## src/rtl/ccp_pkg.sv

```systemverilog
package ccp_pkg;

    localparam int REG_W     = 8;
    localparam int SEL_W     = 3;
    localparam int DIV_W     = 3;
    localparam int SEL_LSB   = 4;
    localparam int DIV_LSB   = 0;
    localparam int MAX_RATIO = 2 * ((1 << DIV_W) - 2);
    localparam int MAX_HALF  = 4 * MAX_RATIO;
    localparam int CNT_W     = $clog2(MAX_HALF + 1);

    localparam logic [DIV_W-1:0] DIV_RSVD = '1;

    typedef enum logic [SEL_W-1:0] {
        SEL_SYS  = 3'd0,
        SEL_MID  = 3'd1,
        SEL_MID2 = 3'd2,
        SEL_MID4 = 3'd3,
        SEL_AUX  = 3'd4,
        SEL_AUX2 = 3'd5,
        SEL_SYS2 = 3'd6,
        SEL_SYS4 = 3'd7
    } sel_e;

    typedef struct packed {
        sel_e             sel;
        logic [DIV_W-1:0] div;
    } cfg_t;

    localparam cfg_t CFG_RESET = '{sel: SEL_MID, div: '0};

    function automatic logic is_aux(sel_e s);
        return (s == SEL_AUX) || (s == SEL_AUX2);
    endfunction

    // Half-period of the card clock in core cycles for an internal source.
    function automatic logic [CNT_W-1:0] half_period(sel_e s, logic [DIV_W-1:0] d);
        logic [CNT_W-1:0] r;
        r = (d == '0) ? CNT_W'(1) : CNT_W'({d, 1'b0});
        unique case (s)
            SEL_SYS:  return CNT_W'(1);
            SEL_MID:  return r;
            SEL_MID2: return r << 1;
            SEL_MID4: return r << 2;
            SEL_SYS2: return CNT_W'(2);
            SEL_SYS4: return CNT_W'(4);
            default:  return CNT_W'(1);
        endcase
    endfunction

endpackage

```

## src/rtl/ccp_cfg_reg.sv

```systemverilog
module ccp_cfg_reg
    import ccp_pkg::*;
(
    input  logic             clk_i,
    input  logic             rst_ni,
    input  logic             wr_en_i,
    input  logic [REG_W-1:0] wr_data_i,
    input  logic             stopped_i,
    output cfg_t             cfg_q_o,
    output cfg_t             cfg_d_o
);

    cfg_t             cfg_d, cfg_q;
    sel_e             wsel;
    logic [DIV_W-1:0] wdiv;
    logic             unused_wr_bits;

    assign unused_wr_bits = wr_data_i[REG_W-1] ^ wr_data_i[SEL_LSB-1];

    always_comb begin
        cfg_d = cfg_q;
        wsel  = sel_e'(wr_data_i[SEL_LSB +: SEL_W]);
        wdiv  = wr_data_i[DIV_LSB +: DIV_W];
        if (wr_en_i) begin
            if (wdiv != DIV_RSVD) begin
                cfg_d.div = wdiv;
            end
            if (stopped_i || (is_aux(wsel) == is_aux(cfg_q.sel))) begin
                cfg_d.sel = wsel;
            end
        end
    end

    always_ff @(posedge clk_i or negedge rst_ni) begin
        if (!rst_ni) begin
            cfg_q <= CFG_RESET;
        end else begin
            cfg_q <= cfg_d;
        end
    end

    assign cfg_q_o = cfg_q;
    assign cfg_d_o = cfg_d;

endmodule

```

## src/rtl/ccp_aux_sync.sv

```systemverilog
module ccp_aux_sync #(
    parameter int STAGES = 2
) (
    input  logic clk_i,
    input  logic rst_ni,
    input  logic aux_i,
    output logic level_o,
    output logic rise_o
);

    logic [STAGES:0] chain_d, chain_q;

    always_comb begin
        chain_d = {chain_q[STAGES-1:0], aux_i};
    end

    always_ff @(posedge clk_i or negedge rst_ni) begin
        if (!rst_ni) begin
            chain_q <= '0;
        end else begin
            chain_q <= chain_d;
        end
    end

    assign level_o = chain_q[STAGES-1];
    assign rise_o  = chain_q[STAGES-1] & ~chain_q[STAGES];

endmodule

```

## src/rtl/ccp_clk_gen.sv

```systemverilog
module ccp_clk_gen
    import ccp_pkg::*;
(
    input  logic clk_i,
    input  logic rst_ni,
    input  logic stop_i,
    input  cfg_t cfg_next_i,
    input  logic aux_level_i,
    input  logic aux_rise_i,
    output logic clk_o,
    output logic stopped_o
);

    typedef struct packed {
        cfg_t             act;
        logic [CNT_W-1:0] cnt;
        logic             out;
        logic             halted;
    } gen_t;

    gen_t             st_d, st_q;
    logic [CNT_W-1:0] half;
    logic             load;

    always_comb begin
        st_d = st_q;
        load = 1'b0;
        half = half_period(st_q.act.sel, st_q.act.div);
        if (!is_aux(st_q.act.sel)) begin
            if (st_q.halted) begin
                st_d.out    = 1'b0;
                st_d.cnt    = '0;
                st_d.halted = stop_i;
                load        = 1'b1;
            end else if (st_q.cnt == half - CNT_W'(1)) begin
                st_d.cnt = '0;
                if (st_q.out) begin
                    st_d.out    = 1'b0;
                    st_d.halted = stop_i;
                    load        = 1'b1;
                end else if (stop_i) begin
                    st_d.halted = 1'b1;
                    load        = 1'b1;
                end else begin
                    st_d.out = 1'b1;
                end
            end else begin
                st_d.cnt = st_q.cnt + CNT_W'(1);
            end
        end else begin
            st_d.cnt = '0;
            if (st_q.act.sel == SEL_AUX) begin
                st_d.out = st_q.out ? aux_level_i : (aux_rise_i & ~stop_i);
            end else if (aux_rise_i) begin
                st_d.out = st_q.out ? 1'b0 : ~stop_i;
            end
            st_d.halted = stop_i & ~st_d.out;
            load        = st_q.halted | (st_q.out & ~st_d.out);
        end
        if (load) begin
            st_d.act = cfg_next_i;
        end
    end

    always_ff @(posedge clk_i or negedge rst_ni) begin
        if (!rst_ni) begin
            st_q <= '{act: CFG_RESET, cnt: '0, out: 1'b0, halted: 1'b0};
        end else begin
            st_q <= st_d;
        end
    end

    assign clk_o     = st_q.out;
    assign stopped_o = st_q.halted;

endmodule

```

## src/rtl/cardclk_presc.sv

```systemverilog
module cardclk_presc
    import ccp_pkg::*;
#(
    parameter int SYNC_STAGES = 2
) (
    input  logic             clk_i,
    input  logic             rst_ni,
    input  logic             wr_en_i,
    input  logic [REG_W-1:0] wr_data_i,
    input  logic             stop_i,
    input  logic             aux_clk_i,
    output logic             card_clk_o,
    output logic             clk_stopped_o,
    output logic [REG_W-1:0] cfg_o
);

    cfg_t cfg_q, cfg_d;
    logic aux_level, aux_rise;
    logic stopped;

    ccp_cfg_reg u_cfg (
        .clk_i     (clk_i),
        .rst_ni    (rst_ni),
        .wr_en_i   (wr_en_i),
        .wr_data_i (wr_data_i),
        .stopped_i (stopped),
        .cfg_q_o   (cfg_q),
        .cfg_d_o   (cfg_d)
    );

    ccp_aux_sync #(.STAGES(SYNC_STAGES)) u_sync (
        .clk_i   (clk_i),
        .rst_ni  (rst_ni),
        .aux_i   (aux_clk_i),
        .level_o (aux_level),
        .rise_o  (aux_rise)
    );

    ccp_clk_gen u_gen (
        .clk_i       (clk_i),
        .rst_ni      (rst_ni),
        .stop_i      (stop_i),
        .cfg_next_i  (cfg_d),
        .aux_level_i (aux_level),
        .aux_rise_i  (aux_rise),
        .clk_o       (card_clk_o),
        .stopped_o   (stopped)
    );

    assign clk_stopped_o = stopped;

    always_comb begin
        cfg_o = '0;
        cfg_o[SEL_LSB +: SEL_W] = cfg_q.sel;
        cfg_o[DIV_LSB +: DIV_W] = cfg_q.div;
    end

endmodule

```

## config.mk

```make
export PLATFORM = sky130hd
export DESIGN_NAME = cardclk_presc
export DESIGN_NICKNAME = d
export VERILOG_FILES = /design/src/rtl/ccp_pkg.sv /design/src/rtl/ccp_cfg_reg.sv /design/src/rtl/ccp_aux_sync.sv /design/src/rtl/ccp_clk_gen.sv /design/src/rtl/cardclk_presc.sv
export SDC_FILE = /design/constraint.sdc
export NUM_CORES = 1
export LEC_CHECK = 0
export BUFFER_PORTS_ARGS = -buffer_cell sky130_fd_sc_hd__buf_2
export CORE_UTILIZATION = 55
export CTS_CLUSTER_SIZE = 25
export DETAILED_ROUTE_END_ITERATION = 8
export GPL_TIMING_DRIVEN = 0
export PLACE_DENSITY = 0.77
export SLEW_MARGIN = 5
export SYNTH_ARGS = -nofsm -noshare
export SYNTH_HDL_FRONTEND = slang
export SYNTH_SLANG_ARGS = --single-unit
```

## constraint.sdc

```tcl
create_clock -name clk_i -period 3.8 [get_ports clk_i]
set_input_delay 0.38 -clock clk_i [delete_from_list [all_inputs] [get_ports clk_i]]
set_output_delay 0.38 -clock clk_i [all_outputs]
set_load 0.02 [all_outputs]
```

Word level (Yosys, flattened, before mapping)
Cells that the tools add are included.
- bits in registers: 23
- bits of input ports: 13
- output and inout port bits: 10
- word-level logic and storage cells: 59
- $add $sub $neg: 2
- equality and inequality tests: 14
- muxes and demuxes: 21
- bitwise logic cells: 8
- reductions and logical operators: 6
- operator list (operator ; count):
    6-bit one-hot mux with 5 select lines ; 1
    3-bit equality test (second input constant) ; 8
    8-bit 2-to-1 mux ; 2
    6-bit 2-to-1 mux ; 2
    1-bit 2-to-1 mux ; 11
    6-bit by 1-bit adder with 6-bit output (second input constant) ; 1
    3-bit by 2-bit equality test with 1-bit output (second input constant) ; 2
    6-bit equality test ; 1
    3-bit 2-to-1 mux ; 2
    6-bit by 1-bit subtractor with 6-bit output (second input constant) ; 1
    1-bit AND ; 4
    1-bit logical OR ; 4
    2-bit 2-to-1 mux ; 2
    4-bit 2-to-1 mux ; 1
    3-bit by 1-bit equality test with 1-bit output (second input constant) ; 1
    3-bit logical NOT ; 1
    3-bit != test (second input constant) ; 1
    1-bit NOT ; 3
    3-bit nonzero test ; 1
    1-bit equality test ; 1
    1-bit OR ; 1

Depth between registers and ports, before layout
Gate-level depths: netlist of run 1.
- depth in word-level cells: 10
- depth in mapped cells: 12
- gate-level depth less buffers: 11

Modules after synthesis
A second synthesis of run 1 with hierarchy kept.
- cell total of the unflattened synthesis: 135
- area, all modules: 1383.8 µm²
- by module, submodules not included (module ; instances ; cells each ; area an instance (µm²) ; seq. area each (µm²)):
    ccp_clk_gen ; 1 ; 97 ; 977.2 ; 351.6
    ccp_cfg_reg ; 1 ; 31 ; 299.0 ; 151.4
    ccp_aux_sync ; 1 ; 4 ; 88.8 ; 75.1
    cardclk_presc ; 1 ; 3 ; 18.8 ; 0.0

Least setup slack after synthesis of run 1
No wires, ideal clock.
- path type: register -> register
- start: reg u_gen.st_q[11] in the netlist's numbering
- end: reg u_gen.st_q[10] in the netlist's numbering
- library setup time: 0.125 ns
- arrival time: 2.735 ns
- required time: 3.675 ns
- path slack: 0.940 ns
- stages on the path, launching flop included: 12
- path buffers: 1
- period minus slack after synthesis: 2.860 ns
- cell sequence: dfstp_2 buf_2 nor2b_1 nand2_1 nor2_1 a31oi_1 ha_1 and4_1 xnor2_1 o31a_1 o41ai_4 mux2_2
- word-level cells in the longest chain between the ends: 7
- elaborated cells between the ends (all ways): 19
- those cells by class: add/sub: 1; eq/ne: 8; mux: 6; bitwise: 3; reduce/logical: 1
- RTL lines (item ; line ; source):
    start, declared ; ccp_clk_gen.sv:21 ; gen_t st_d, st_q;
    start signal, assigned ; ccp_clk_gen.sv:67 ; st_q <= '{act: CFG_RESET, cnt: '0, out: 1'b0, halted: 1'b0};
    start signal, assigned ; ccp_clk_gen.sv:69 ; st_q <= st_d;
    3-bit equality test (tied with other cells) ; ccp_pkg.sv:40 ; unique case (s)
    6-bit one-hot mux with 5 select lines / 1-bit 2-to-1 mux (equally long branches) ; ccp_pkg.sv:40, ccp_clk_gen.sv:52 ;
    6-bit by 1-bit subtractor with 6-bit output / 1-bit 2-to-1 mux (equally long branches) ; ccp_clk_gen.sv:35, ccp_clk_gen.sv:29 ;
    6-bit equality test / 1-bit NOT (equally long branches) ; ccp_clk_gen.sv:35, ccp_clk_gen.sv:58 ;
    1-bit 2-to-1 mux / 1-bit AND (equally long branches) ; ccp_clk_gen.sv:35, ccp_clk_gen.sv:58 ;
    1-bit 2-to-1 mux / 1-bit OR (equally long branches) ; ccp_clk_gen.sv:30, ccp_clk_gen.sv:58 ;
    1-bit 2-to-1 mux * ; ccp_clk_gen.sv:29 ; if (!is_aux(st_q.act.sel)) begin
Every way passes the cells marked *; elsewhere a longest branch is shown, timed or not. The select of a mux whose other input is x is not followed.
A chain may end at the register's enable or synchronous reset.

Final worst setup path of run 1
- start: reg u_gen.st_q[11] in the netlist's numbering
- end: reg u_gen.st_q[12] in the netlist's numbering
The elaborated chain is that of the path after synthesis.

==> metrics.md, run 1 <==
| Metric | Value |
|---|---|
| Post-synth EDFFs | 0 |
| Yosys warnings | 0 |
| Clock power share | 0.087 |
| Crit-path slowest cell | o41ai_4 |
| Vias in the first global route | 984 |
| Setup TNS | 0 ps |
| Initial antenna violation count | 0 |
| Synth top area share | 0.393 |
| Top FF cell, synth | dfrtp_1 |
| Worst path cell trace | buf_2, nor2b_1, nand2_1, nor2_1, a31oi_1, ha_1, and4_1, xnor2_1, o31a_1, o41ai_4, mux2_2 |
| DR vias | a little over 1000 |
| Die Wd | 51.3 um |
| Yosys reg bits | 23 |
| Ant. Diodes | 0 |
| Starting Density | 0.593 |
| Resize count post-CTS | 0 |
| Largest net degree at the start of global routing | 24 |
| Antenna-violating nets left | 0 |
| Sequential share of power | 0.329 |
| Fin crit share | 0.841 |
| Critical path's top delay family | compound AO/OA/AOI/OAI gates |
| Hold buffer count at cts | 0 |
| Arr. time, crit path | 3400 ps |
| Gate count of the mapped netlist | 136 |
| Inserted Clock Buffers | 3 |
| Fmax | 313 MHz |
| Design Area, Final | 0.00150 mm^2 |
| Syn-to-layout area delta | 11.9% |
| Cell Pwr Density | roughly 850 mW/mm^2 |
| Hold slack | 19.1 ps |
| Share of post-route cells with drive strength above 1 | 0.283 |
| Top Ports | 23 |
| Tot Pwr | 1.27 mW |
| Switch share | 0.440 |
| Nets | 175 |
| Sequential cell area | 578 um^2 |
| Worst r2r src | u_gen.st_q[11]$_DFFE_PN1P_ |
| Vias per inst | 5.51 |
| Static Leak | 0.670 nW |
| Top-count cell post-synth | dfrtp_1 |
| Area of the multi-input gates | 697 um^2 |
| Routed len/inst | 12.5 um |
| CTS tree | yes |
| Initial DRC Count | 15 |
| Reg-to-reg setup timing slack | roughly 600 ps |
| Fin. Hold Viols | 0 |
| Tmin final | 3200 ps |
| CTS clk-pin slew, worst paths | between 100 and 150 ps |
| Worst reg2reg endpoint | u_gen.st_q[12]$_DFFE_PN0P_ |
| Combinational share of power | 0.585 |
| # Max-Cap Violations | 0 |
| Most frequent cells after synthesis | dfrtp_1 (21), nand2_1 (15), nor2_1 (13), mux2_2 (11), inv_1 (8) |
| H-Tree Depth | 1 |
| Critical path required time | 4010 ps |
| 1st-pass router iterations | 4 |
| Post-Syn Area | 0.00134 mm^2 |
| Gr ovfl total | 0 |
| Relative slew slack | 0.660 |
| Final RePlAce weighted congestion | 0.837 |
| Post-synth ARST share | 1.00 |
| R2R cell count | 11 |
| IO Port Bufs | 18 |
| CP startpoint kind | register |
| Net switching power | 0.559 mW |
| VDD IR-drop max | ~0.00056 V |
| Die Y | 51.3 um |
| Cell row count | 17 |
| RSZ-0062 raised after global routing | false |
| Slew Limit Fails | 0 |
| Sequential fraction of the synthesis area | 0.432 |
| CTS root buf | clkbuf_4 |
| Crit end category | register |
| Internal | 0.710 mW |
| Placed inst area | 0.00147 mm^2 |
| Die area | 0.00263 mm^2 |
| CP Buf/Inv Count | 1 |
| Synth area leader | dfrtp_1 |
| Worst slew pin tran | 509 ps |
| Drt total wl | 2.34 mm |
| Clock Latency Late Sink | 300 ps |
| DRC violations left | 0 |
| Crit-path max cell delay | 590 ps |
| Hold WC Path Type | in -> async |
| Fill count | 198 |
| Clock Skews | 8.72 ps |
| Gr usage total | 0.211 |
| Final Setup Violations | 0 |
| First-pass GRT wire length | 4.17 mm |
| Post-CTS setup buffers | 0 |
| Critical path class | reg -> reg |
| Top post-synthesis cells by area | dfrtp_1 (39%), mux2_2 (9.3%), xnor2_1 (4.6%) |
| CP Max Fanout | 10 |
| Netlist cell types | 37 |
| DP HPWL | 1.86 mm |
| Run status | finished, final reports clean |
| Sinks on the clock net | 23 |
| Core Area | 0.00225 mm^2 |
| Syn Area/Cell | 9.83 um^2 |
| Clock Path Buffers | 2 |
stage by stage:
step                 util  cells  setup slack [ps]
floorplan               -    137               940
CTS                 0.664    187               623
global placement    0.650    183               691
finish              0.664    187               603
detailed placement  0.650    183               630
global route        0.664    187               470
power groups by stage:
| stage | clock (mW) | sequential, mW | combinational [mW] |
|---|---|---|---|
| after floorplan | 0 | 0.433 | 0.569 |
| after CTS | 0.116 | 0.415 | 0.744 |
| after global placement | 0 | 0.414 | 0.713 |
| after global routing | 0.121 | 0.430 | 0.821 |
| after detailed placement | 0 | 0.421 | 0.740 |
| final | 0.110 | 0.417 | 0.742 |
worst register-to-register path, delay by kind of cell, from the launching register on:
kind	cells	cell delay (ps)
AOI/OAI and AO/OA	3	960
xor gates and xnor gates	1	120
adders and majority gates	1	210
buffers and inverters	1	220
DFF	1	570
muxes	1	390
and+or+nand+nor	4	630
cell usage in the layout (no fill, tap or decap), types with 2 or more instances in the layout:
| cell type | count |
|---|---|
| a21o_1 | 2 |
| a21oi_1 | 7 |
| a31oi_1 | 3 |
| buf_2 | 20 |
| buf_4 | 2 |
| clkbuf_4 | 3 |
| conb_1 | 2 |
| dfrtp_1 | 21 |
| dfstp_2 | 2 |
| ha_1 | 2 |
| inv_1 | 8 |
| mux2_2 | 11 |
| nand2_1 | 15 |
| nand3_1 | 7 |
| nand4_1 | 2 |
| nor2_1 | 13 |
| nor2b_1 | 4 |
| o21ai_0 | 4 |
| o31a_1 | 2 |
| or3_1 | 2 |
| xnor2_1 | 7 |
| xor2_1 | 3 |
worst max-delay path by stage:
stage | cells after the start | slack (ps) | start | endpoint
2_1_floorplan | 11 | 940 | u_gen.st_q[11]$_DFFE_PN1P_ | u_gen.st_q[10]$_DFFE_PN0P_
3_3_place_gp | 11 | 690 | u_gen.st_q[11]$_DFFE_PN1P_ | u_gen.st_q[13]$_DFFE_PN0P_
3_5_place_dp | 11 | 630 | u_gen.st_q[11]$_DFFE_PN1P_ | u_gen.st_q[10]$_DFFE_PN0P_
4_1_cts | 11 | 620 | u_gen.st_q[11]$_DFFE_PN1P_ | u_gen.st_q[12]$_DFFE_PN0P_
5_1_grt | 11 | 470 | u_gen.st_q[11]$_DFFE_PN1P_ | u_gen.st_q[10]$_DFFE_PN0P_
6_report | 11 | 600 | u_gen.st_q[11]$_DFFE_PN1P_ | u_gen.st_q[12]$_DFFE_PN0P_
state kept, by name, indices dropped and copies added, names as in the netlist:
name and cells:
u_cfg.cfg_q_o 6, u_sync.chain_q 3, u_gen.st_q 12, u_gen.clk_o 1, u_gen.stopped_o 1
final cells by class:
class,count,area share
Multi-Input combinational cell,101,0.466
Sequential cell,23,0.386
Timing Repair Buffer,18,0.0602
Buffer,5,0.0242
Tap cell,28,0.0234
Inverter,8,0.0201
Clock buffer,3,0.0151
Clock inverter,1,0.00502
logic make-up after synthesis:
group / after synthesis / synth area share
simple gates: 51 / 0.189
other cells: 1 / 0.00280
fa+ha+maj: 2 / 0.0187
buf+inv: 13 / 0.0496
xor+xnor: 11 / 0.0861
compound gates: 24 / 0.129
mux: 11 / 0.0926
flops: 23 / 0.432
metal layers:
layer / share of wire / track usage
met1: 0.49 / 0.294
met2: 0.48 / 0.333
met3: 0.020 / 0.0238
met4: 0.011 / 0.0856
met5: 0 / 0
No activity file was read; power rests on OpenSTA's default activity.
==> run 2: changes to the inputs <==
ABC_AREA = 1   (was not set)
CORE_UTILIZATION = 50   (was 55)
PLACE_DENSITY = 0.74   (was 0.77)
clock period = 2.9 ns   (was 3.8 ns; I/O delays follow)
==> run 2 against run 1 <==
  * Hold slack better by 62 ps
  * Global-route usage down 0.30 points
  * First-iteration DRC count increased by 87%
  * Combinational power is 52% higher
  * Count of clock-buffer cells in the layout grew 1
  * Worst setup slack got worse by 99 ps
  * Fmax is 33% higher
  * Power increased by 43%
  * Critical path type unchanged
  * Largest cell class unchanged
==> metrics.md, run 2 <==
| Metric | Value |
|---|---|
| Nets | 230 (+31%) |
| Antenna-violating nets left | 0 (unchanged) |
| Largest register FFs | 12 (unchanged) |
| Static Leak | 0.835 nW (+25%) |
| # Max-Cap Violations | 0 (unchanged) |
| RSZ-0062 raised after global routing | false |
| Final Setup Violations | 0 (unchanged) |
| Commonest non-fill, non-tap cells in the layout | nand2_1 (50), nor2_1 (22), inv_1 (21), dfrtp_1 (21), buf_2 (18) |
| Critical path class | reg -> reg |
| DRC violations left | 0 (unchanged) |
| Fmax | 417 MHz (+33%) |
| Largest Register | u_gen.st_q |
| Largest net degree at the start of global routing | 24 (unchanged) |
| 1st-pass router iterations | 4 (unchanged) |
| Fin crit share | 0.826 (-0.0150) |
| Top FF cell, synth | dfrtp_1 |
| Initial DRC Count | 28 (+13) |
| Arr. time, crit path | 2650 ps (-750 ps) |
| Switch share | 0.517 (+0.0762) |
| Sinks on the clock net | 23 (unchanged) |
| Initial antenna violation count | 0 (unchanged) |
| Inserted Clock Buffers | 3 (unchanged) |
| Top Ports | 23 (unchanged) |
| Syn Area/Cell | 7.61 um^2 (-23%) |
| Gate count of the mapped netlist | 190 (+40%) |
| Relative slew slack | 0.529 (-0.131) |
| IO Port Bufs | 18 (unchanged) |
| Final RePlAce weighted congestion | 0.874 (+4.5%) |
| Gr usage total | 0.208 (-0.00297) |
| CTS clk-pin slew, worst paths | 120 ps (about the same) |
| Netlist cell types | 28 (-24%) |
| Slew Limit Fails | 0 (unchanged) |
| Crit end category | register |
| Die Wd | 55.8 um (+8.7%) |
| Synth top area share | 0.363 (-0.0296) |
| Net switching power | 0.935 mW (+67%) |
| Hold buffer count at cts | 1 (+1) |
| GRT busiest layer | met2 |
| Post-synth ARST share | 1.00 (unchanged) |
| Post-CTS setup buffers | 0 (unchanged) |
| Met3 usage | 0.0140 (-0.00986) |
| Post-route setup slack | 504 ps (-99.3 ps) |
| Clock Latency Late Sink | 310 ps (about the same) |
| Clock Skews | 0.901 ps (-7.82 ps) |
| Critical path required time | 3160 ps (-850 ps) |
| Ant. Diodes | 0 (unchanged) |
| Resize count post-CTS | 0 (unchanged) |
| CP startpoint kind | register |
| Clock Path Buffers | 2 (unchanged) |
| Vias in the first global route | 1289 (+31%) |
| First-pass GRT wire length | 5.26 mm (+26%) |
| Fin. Hold Viols | 0 (unchanged) |
| Tmin final | 2400 ps (-801 ps) |
| DP HPWL | 2.29 mm (+23%) |
| Met1 Use GR | 0.264 (-0.0305) |
| Post-Syn Area | 0.00145 mm^2 (+8.1%) |
| Run status | finished, final reports clean |
| CTS tree | yes |
| Clock power share | 0.081 (-0.006) |
| Cell row count | 19 (+2) |
| Die Y | 55.8 um (+8.7%) |
| Vias per inst | 5.15 (-6.6%) |
| Internal | 0.875 mW (+23%) |
| Gr ovfl total | 0 (unchanged) |
| Cell Pwr Density | 1120 mW/mm^2 (+32%) |
| Core Area | 0.00276 mm^2 (+22%) |
| DR vias | 1261 (+22%) |
| CTS root buf | clkbuf_4 |
| Sequential share of power | 0.296 (-0.033) |
| Commonest non-fill, non-tap cell in the layout | nand2_1 |
| Grt met2 use | 0.382 (+0.0488) |
| Combinational share of power | 0.623 (+0.038) |
| Sequential fraction of the synthesis area | 0.400 (-0.0325) |
| Dpl ws | 537 ps (-92.9 ps) |
| Yosys warnings | 0 (unchanged) |
| Most frequent cells after synthesis | nand2_1 (50), nor2_1 (22), dfrtp_1 (21), inv_1 (21), nand3_1 (17) |
| Drt total wl | 2.84 mm (+21%) |
| Post-synth EDFFs | 0 (unchanged) |
| Die area | 0.00311 mm^2 (+18%) |
| Top-count cell post-synth | nand2_1 |
| VDD IR-drop max | 0.000923 V (+65%) |
| Yosys reg bits | 23 (unchanged) |
| Setup TNS | 0 ps (unchanged) |
| Syn-to-layout area delta | 11.7% |
| Routed len/inst | 11.6 um (-7.6%) |
| Synth area leader | dfrtp_1 |
| Share of post-route cells with drive strength above 1 | 0.252 (-0.0307) |
| Hold WC Path Type | in -> reg |
| Starting Density | 0.525 (-0.0687) |
| H-Tree Depth | 1 (unchanged) |
| Top post-synthesis cells by area | dfrtp_1 (36%), nand2_1 (13%), nand3_1 (5.9%) |
| Worst slew pin tran | 704 ps (+195 ps) |
| CP Max Fanout | 7 (-3) |
==> run 2: layout make-up <==
class | count | area, um^2
inverter | 25 | 93.8
tap | 31 | 38.8
buffer | 2 | 15.0
sequential | 23 | 578
multi-input combinational | 141 | 763
timing repair buffer | 19 | 100
clock buffer | 4 | 26.3
fill | 258 | 1140
==> run 2: logic make-up after synthesis <==
| group | after synthesis | synth area share |
|---|---|---|
| and+or+nand+nor | 119 | 0.415 |
| AOI/OAI and AO/OA | 12 | 0.0502 |
| buffers and inverters | 27 | 0.0753 |
| DFF | 23 | 0.400 |
| muxes | 2 | 0.0156 |
| xor gates and xnor gates | 4 | 0.0242 |
| other | 1 | 0.00259 |
| adders and majority gates | 2 | 0.0173 |
==> run 2: final timing paths <==
path,from,cells after the start,to,slack (ps)
setup / recovery,u_gen.st_q[11]$_DFFE_PN1P_,15,u_gen.st_q[9]$_DFFE_PN0P_,500
hold / removal,aux_clk_i,1,u_sync.chain_q[0]$_DFF_PN0_,80
setup reg to reg,u_gen.st_q[11]$_DFFE_PN1P_,15,u_gen.st_q[9]$_DFFE_PN0P_,500
hold reg to reg,u_sync.chain_q[0]$_DFF_PN0_,0,u_sync.chain_q[1]$_DFF_PN0_,380
max in group asynchronous,rst_ni,2,u_cfg.cfg_q_o[3]$_DFF_PN1_,2050
min in group asynchronous,rst_ni,2,u_gen.st_q[5]$_DFF_PN0_,490
==> run 2: stage by stage <==
step | util | area (um^2) | hold slack [ps] | total power, mW | std cells
final | 0.586 | 1620 | 81.3 | 1.81 | 245
after global routing | 0.586 | 1620 | 75.3 | 1.99 | 245
after CTS | 0.586 | 1620 | 79.7 | 1.82 | 245
after detailed placement | 0.573 | 1580 | 284 | 1.67 | 240
after global placement | 0.573 | 1580 | 273 | 1.62 | 240
after floorplan | - | 1450 | -5.59 | 1.45 | 191
==> run 2: worst max-delay path: stages, from the launching register on <==
cell,delay [ps]
dfstp_2,630
nand2_2,80
nor2_2,140
nand2_1,60
nand2_1,100
inv_1,50
ha_1,290
xor2_1,140
nand2_1,60
nor2_1,110
nand3_2,110
nor2_4,180
nand3_4,140
nand2_4,110
nand2_1,80
nand2_1,60
==> run 2: layer usage <==
metal  up-vias  wire length, um
met5         -                0
met4         0               25
met3         4               83
met2        22             1480
met1       591             1250
li1        644                -
==> run 2: power by group through the flow <==
stage               sequential, mW  clock [mW]  combinational, mW
finish                       0.535       0.147               1.13
global route                 0.552       0.158               1.28
CTS                          0.534       0.148               1.13
detailed placement           0.541           0               1.13
global placement             0.532           0               1.09
floorplan                    0.547           0              0.905
==> run 3: changes to the inputs <==
clock period = 2.1 ns   (was 2.9 ns; I/O delays follow)
==> run 3 against run 2 <==
  * The flow now finishes with violations (negative setup slack)
  * Sequential cell count unchanged
  * Fmax up 4.0%
  * Design area up 8.5%
  * First-iteration DRC count down 54%
  * Sequential power up 40%
  * Routed wire length up 16%
  * Utilization up 5.0 points
  * Sequential share of layout area down 2.7 points
  * Non-clock buffer count up 8
  * Register-to-register slack worse by 710 ps
  * Power up 56%
  * Global-route usage up 3.1 points
  * Highest routed layer unchanged
==> metrics.md, run 3 (synthesis results as in run 2) <==
| Metric | Value |
|---|---|
| 1st-pass router iterations | 4 (unchanged) |
| DR vias | 1314 (+4.2%) |
| DP HPWL | 2.40 mm (+4.7%) |
| Initial antenna violation count | 0 (unchanged) |
| VDD IR-drop max | 0.00151 V (+64%) |
| Post-route setup slack | -205 ps (-709 ps) |
| CTS tree | yes |
| Tmin final | 2310 ps (-91.3 ps) |
| First-pass GRT wire length | 5.94 mm (+13%) |
| Sequential cell area | 581 um^2 (+0.43%) |
| Drt total wl | 3.28 mm (+16%) |
| Clock Skews | 1.42 ps (+0.515 ps) |
| H-Tree Depth | 1 (unchanged) |
| CP startpoint kind | register |
| Die area | 0.00311 mm^2 (unchanged) |
| # Max-Cap Violations | 0 (unchanged) |
| Critical Path End | u_gen.st_q[13]$_DFFE_PN0P_ |
| Critical path class | reg -> reg |
| Routed len/inst | 13.0 um (+12%) |
| Final RePlAce weighted congestion | 0.872 (-0.23%) |
| Gr usage total | 0.239 (+0.0311) |
| Nets | 238 (+3.5%) |
| Sinks on the clock net | 23 (unchanged) |
| Largest register FFs | 12 (unchanged) |
| Vias in the first global route | 1404 (+8.9%) |
| Fmax | 434 MHz (+4.0%) |
| Initial DRC Count | 13 (-54%) |
| Clock Path Buffers | 2 (unchanged) |
| Cell Pwr Density | 1610 mW/mm^2 (+44%) |
| Dpl ws | -226 ps (-763 ps) |
| Cell row count | 19 (unchanged) |
| Hold WC Path Type | in -> reg |
| Non-filler cells in the finished layout | 253 (+3.3%) |
| Starting Density | 0.525 (unchanged) |
| CTS root buf | clkbuf_4 |
| Top Ports | 23 (unchanged) |
| IO Port Bufs | 18 (unchanged) |
| CP Max Fanout | 7 (unchanged) |
| Final core utilization | 0.636 (+0.0499) |
| Arr. time, crit path | 2550 ps (-100 ps) |
| CTS clk-pin slew, worst paths | 120 ps (about the same) |
| R2R cell count | 15 (unchanged) |
| Relative slew slack | 0.496 (-0.0331) |
| Die Wd | 55.8 um (unchanged) |
| Vias per inst | 5.19 (+0.91%) |
| Syn-to-layout area delta | 21.2% |
| Largest net degree at the start of global routing | 24 (unchanged) |
| Worst reg2reg endpoint | u_gen.st_q[13]$_DFFE_PN0P_ |
| Share of post-route cells with drive strength above 1 | 0.342 (+0.0900) |
| Placed Cells | 240 (unchanged) |
| Commonest non-fill, non-tap cell in the layout | nand2_1 |
| Area of the multi-input gates | 836 um^2 (+9.5%) |
| Inserted Clock Buffers | 3 (unchanged) |
| DRC violations left | 0 (unchanged) |
| Crit end category | register |
| Core Area | 0.00276 mm^2 (unchanged) |
| Gr ovfl total | 0 (unchanged) |
| Failing checks | negative setup slack |
| Final Setup Violations | 14 (+14) |
| Static Leak | 0.878 nW (+5.2%) |
| Run status | finished with violations |
| Fin crit share | 1.10 (+0.271) |
| Slew Limit Fails | 0 (unchanged) |
| RSZ-0062 raised after global routing | true |
| Ant. Diodes | 0 (unchanged) |
| Largest Register | u_gen.st_q |
| Die Y | 55.8 um (unchanged) |
| Critical Path Start | u_gen.st_q[11]$_DFFE_PN1P_ |
| Worst slew pin tran | 753 ps (+49.5 ps) |
| Fill count | 235 (-8.9%) |
| Worst r2r src | u_gen.st_q[11]$_DFFE_PN1P_ |
| Commonest non-fill, non-tap cells in the layout | nand2_1 (46), inv_1 (20), dfrtp_1 (19) |
| Fin. Hold Viols | 0 (unchanged) |
| Antenna-violating nets left | 0 (unchanged) |
| Critical path required time | 2350 ps (-810 ps) |
| Clock Latency Late Sink | 300 ps (about the same) |
| Reg-to-reg setup timing slack | -210 ps (-710 ps) |
[run 3: cell types whose count changed in the layout (fill, tap and decap cells not counted), moves of 4 or more]
cell | previous run | this run
buf_4 | 2 | 9
nand2_1 | 50 | 46
nand2_2 | 8 | 12
nor2_1 | 22 | 18
[run 3: power breakdown]
| group | internal [mW] | switching [mW] |
|---|---|---|
| Sequential | 0.590 | 0.159 |
| Clock | 0.0741 | 0.127 |
| Combinational | 0.706 | 1.17 |
| Total | 1.37 | 1.46 |
[run 3: layout make-up]
cell class                      instances  share of cell area
Buffer                                  2             0.00857
Clock buffer                            4              0.0150
Inverter                               25              0.0535
Multi-Input combinational cell        141               0.477
Sequential cell                        23               0.331
Tap cell                               31              0.0221
Timing Repair Buffer                   27              0.0928
[run 3: how the worst min path moves through the flow]
stage	depth (start not counted)	to	startpoint
after floorplan	0	u_cfg.cfg_q_o[0]$_DFF_PN0_	rst_ni
after global placement	1	u_gen.st_q[5]$_DFF_PN0_	rst_ni
after detailed placement	1	u_gen.st_q[5]$_DFF_PN0_	rst_ni
after CTS	3	u_gen.stopped_o$_DFF_PN0_	stop_i
after global routing	3	u_gen.stopped_o$_DFF_PN0_	stop_i
final	3	u_gen.stopped_o$_DFF_PN0_	stop_i
[run 3: layer usage]
metal / vias up / GRT usage / share of wire
li1: 663 / - / -
met1: 624 / 0.294 / 0.43
met2: 23 / 0.435 / 0.54
met3: 4 / 0.0256 / 0.020
met4: 0 / 0.0750 / 0.014
met5: - / 0 / 0
[run 3: what timing repair did]
| item | 4_1_cts | 5_1_grt |
|---|---|---|
| endpoints found under the setup margin | 14 | 14 |
| endpoints found under the hold margin | 22 | 0 |
| cloned | 0 | 0 |
| resized for setup | 10 | 8 |
| pin swaps | 6 | 7 |
| hold buffers | 2 | 0 |
| buffers inserted | 6 | 1 |
[run 3: worst max-delay path, cell delays in order (launching register included)]
cell	delay (ps)
dfstp_2	610
nand2_2	90
nor2_4	150
nand2_2	70
nand2_2	70
inv_2	50
ha_4	260
xor2_1	130
nand2_1	80
nor2_2	100
nand3_2	100
nor2_4	150
nand3_4	140
nand2_4	120
nand2_1	60
nand2_1	70
[run 3: metrics by stage]
stage          area (um^2)  TNS, ps  hold WS (ps)  total power [mW]
2_1_floorplan         1460        0         -85.6              2.01
3_3_place_gp          1580    -1780           191              2.25
3_5_place_dp          1580    -2550           204              2.32
4_1_cts               1720    -2070           151              2.74
5_1_grt               1750    -3870           153              3.09
6_report              1750    -2240           156              2.83
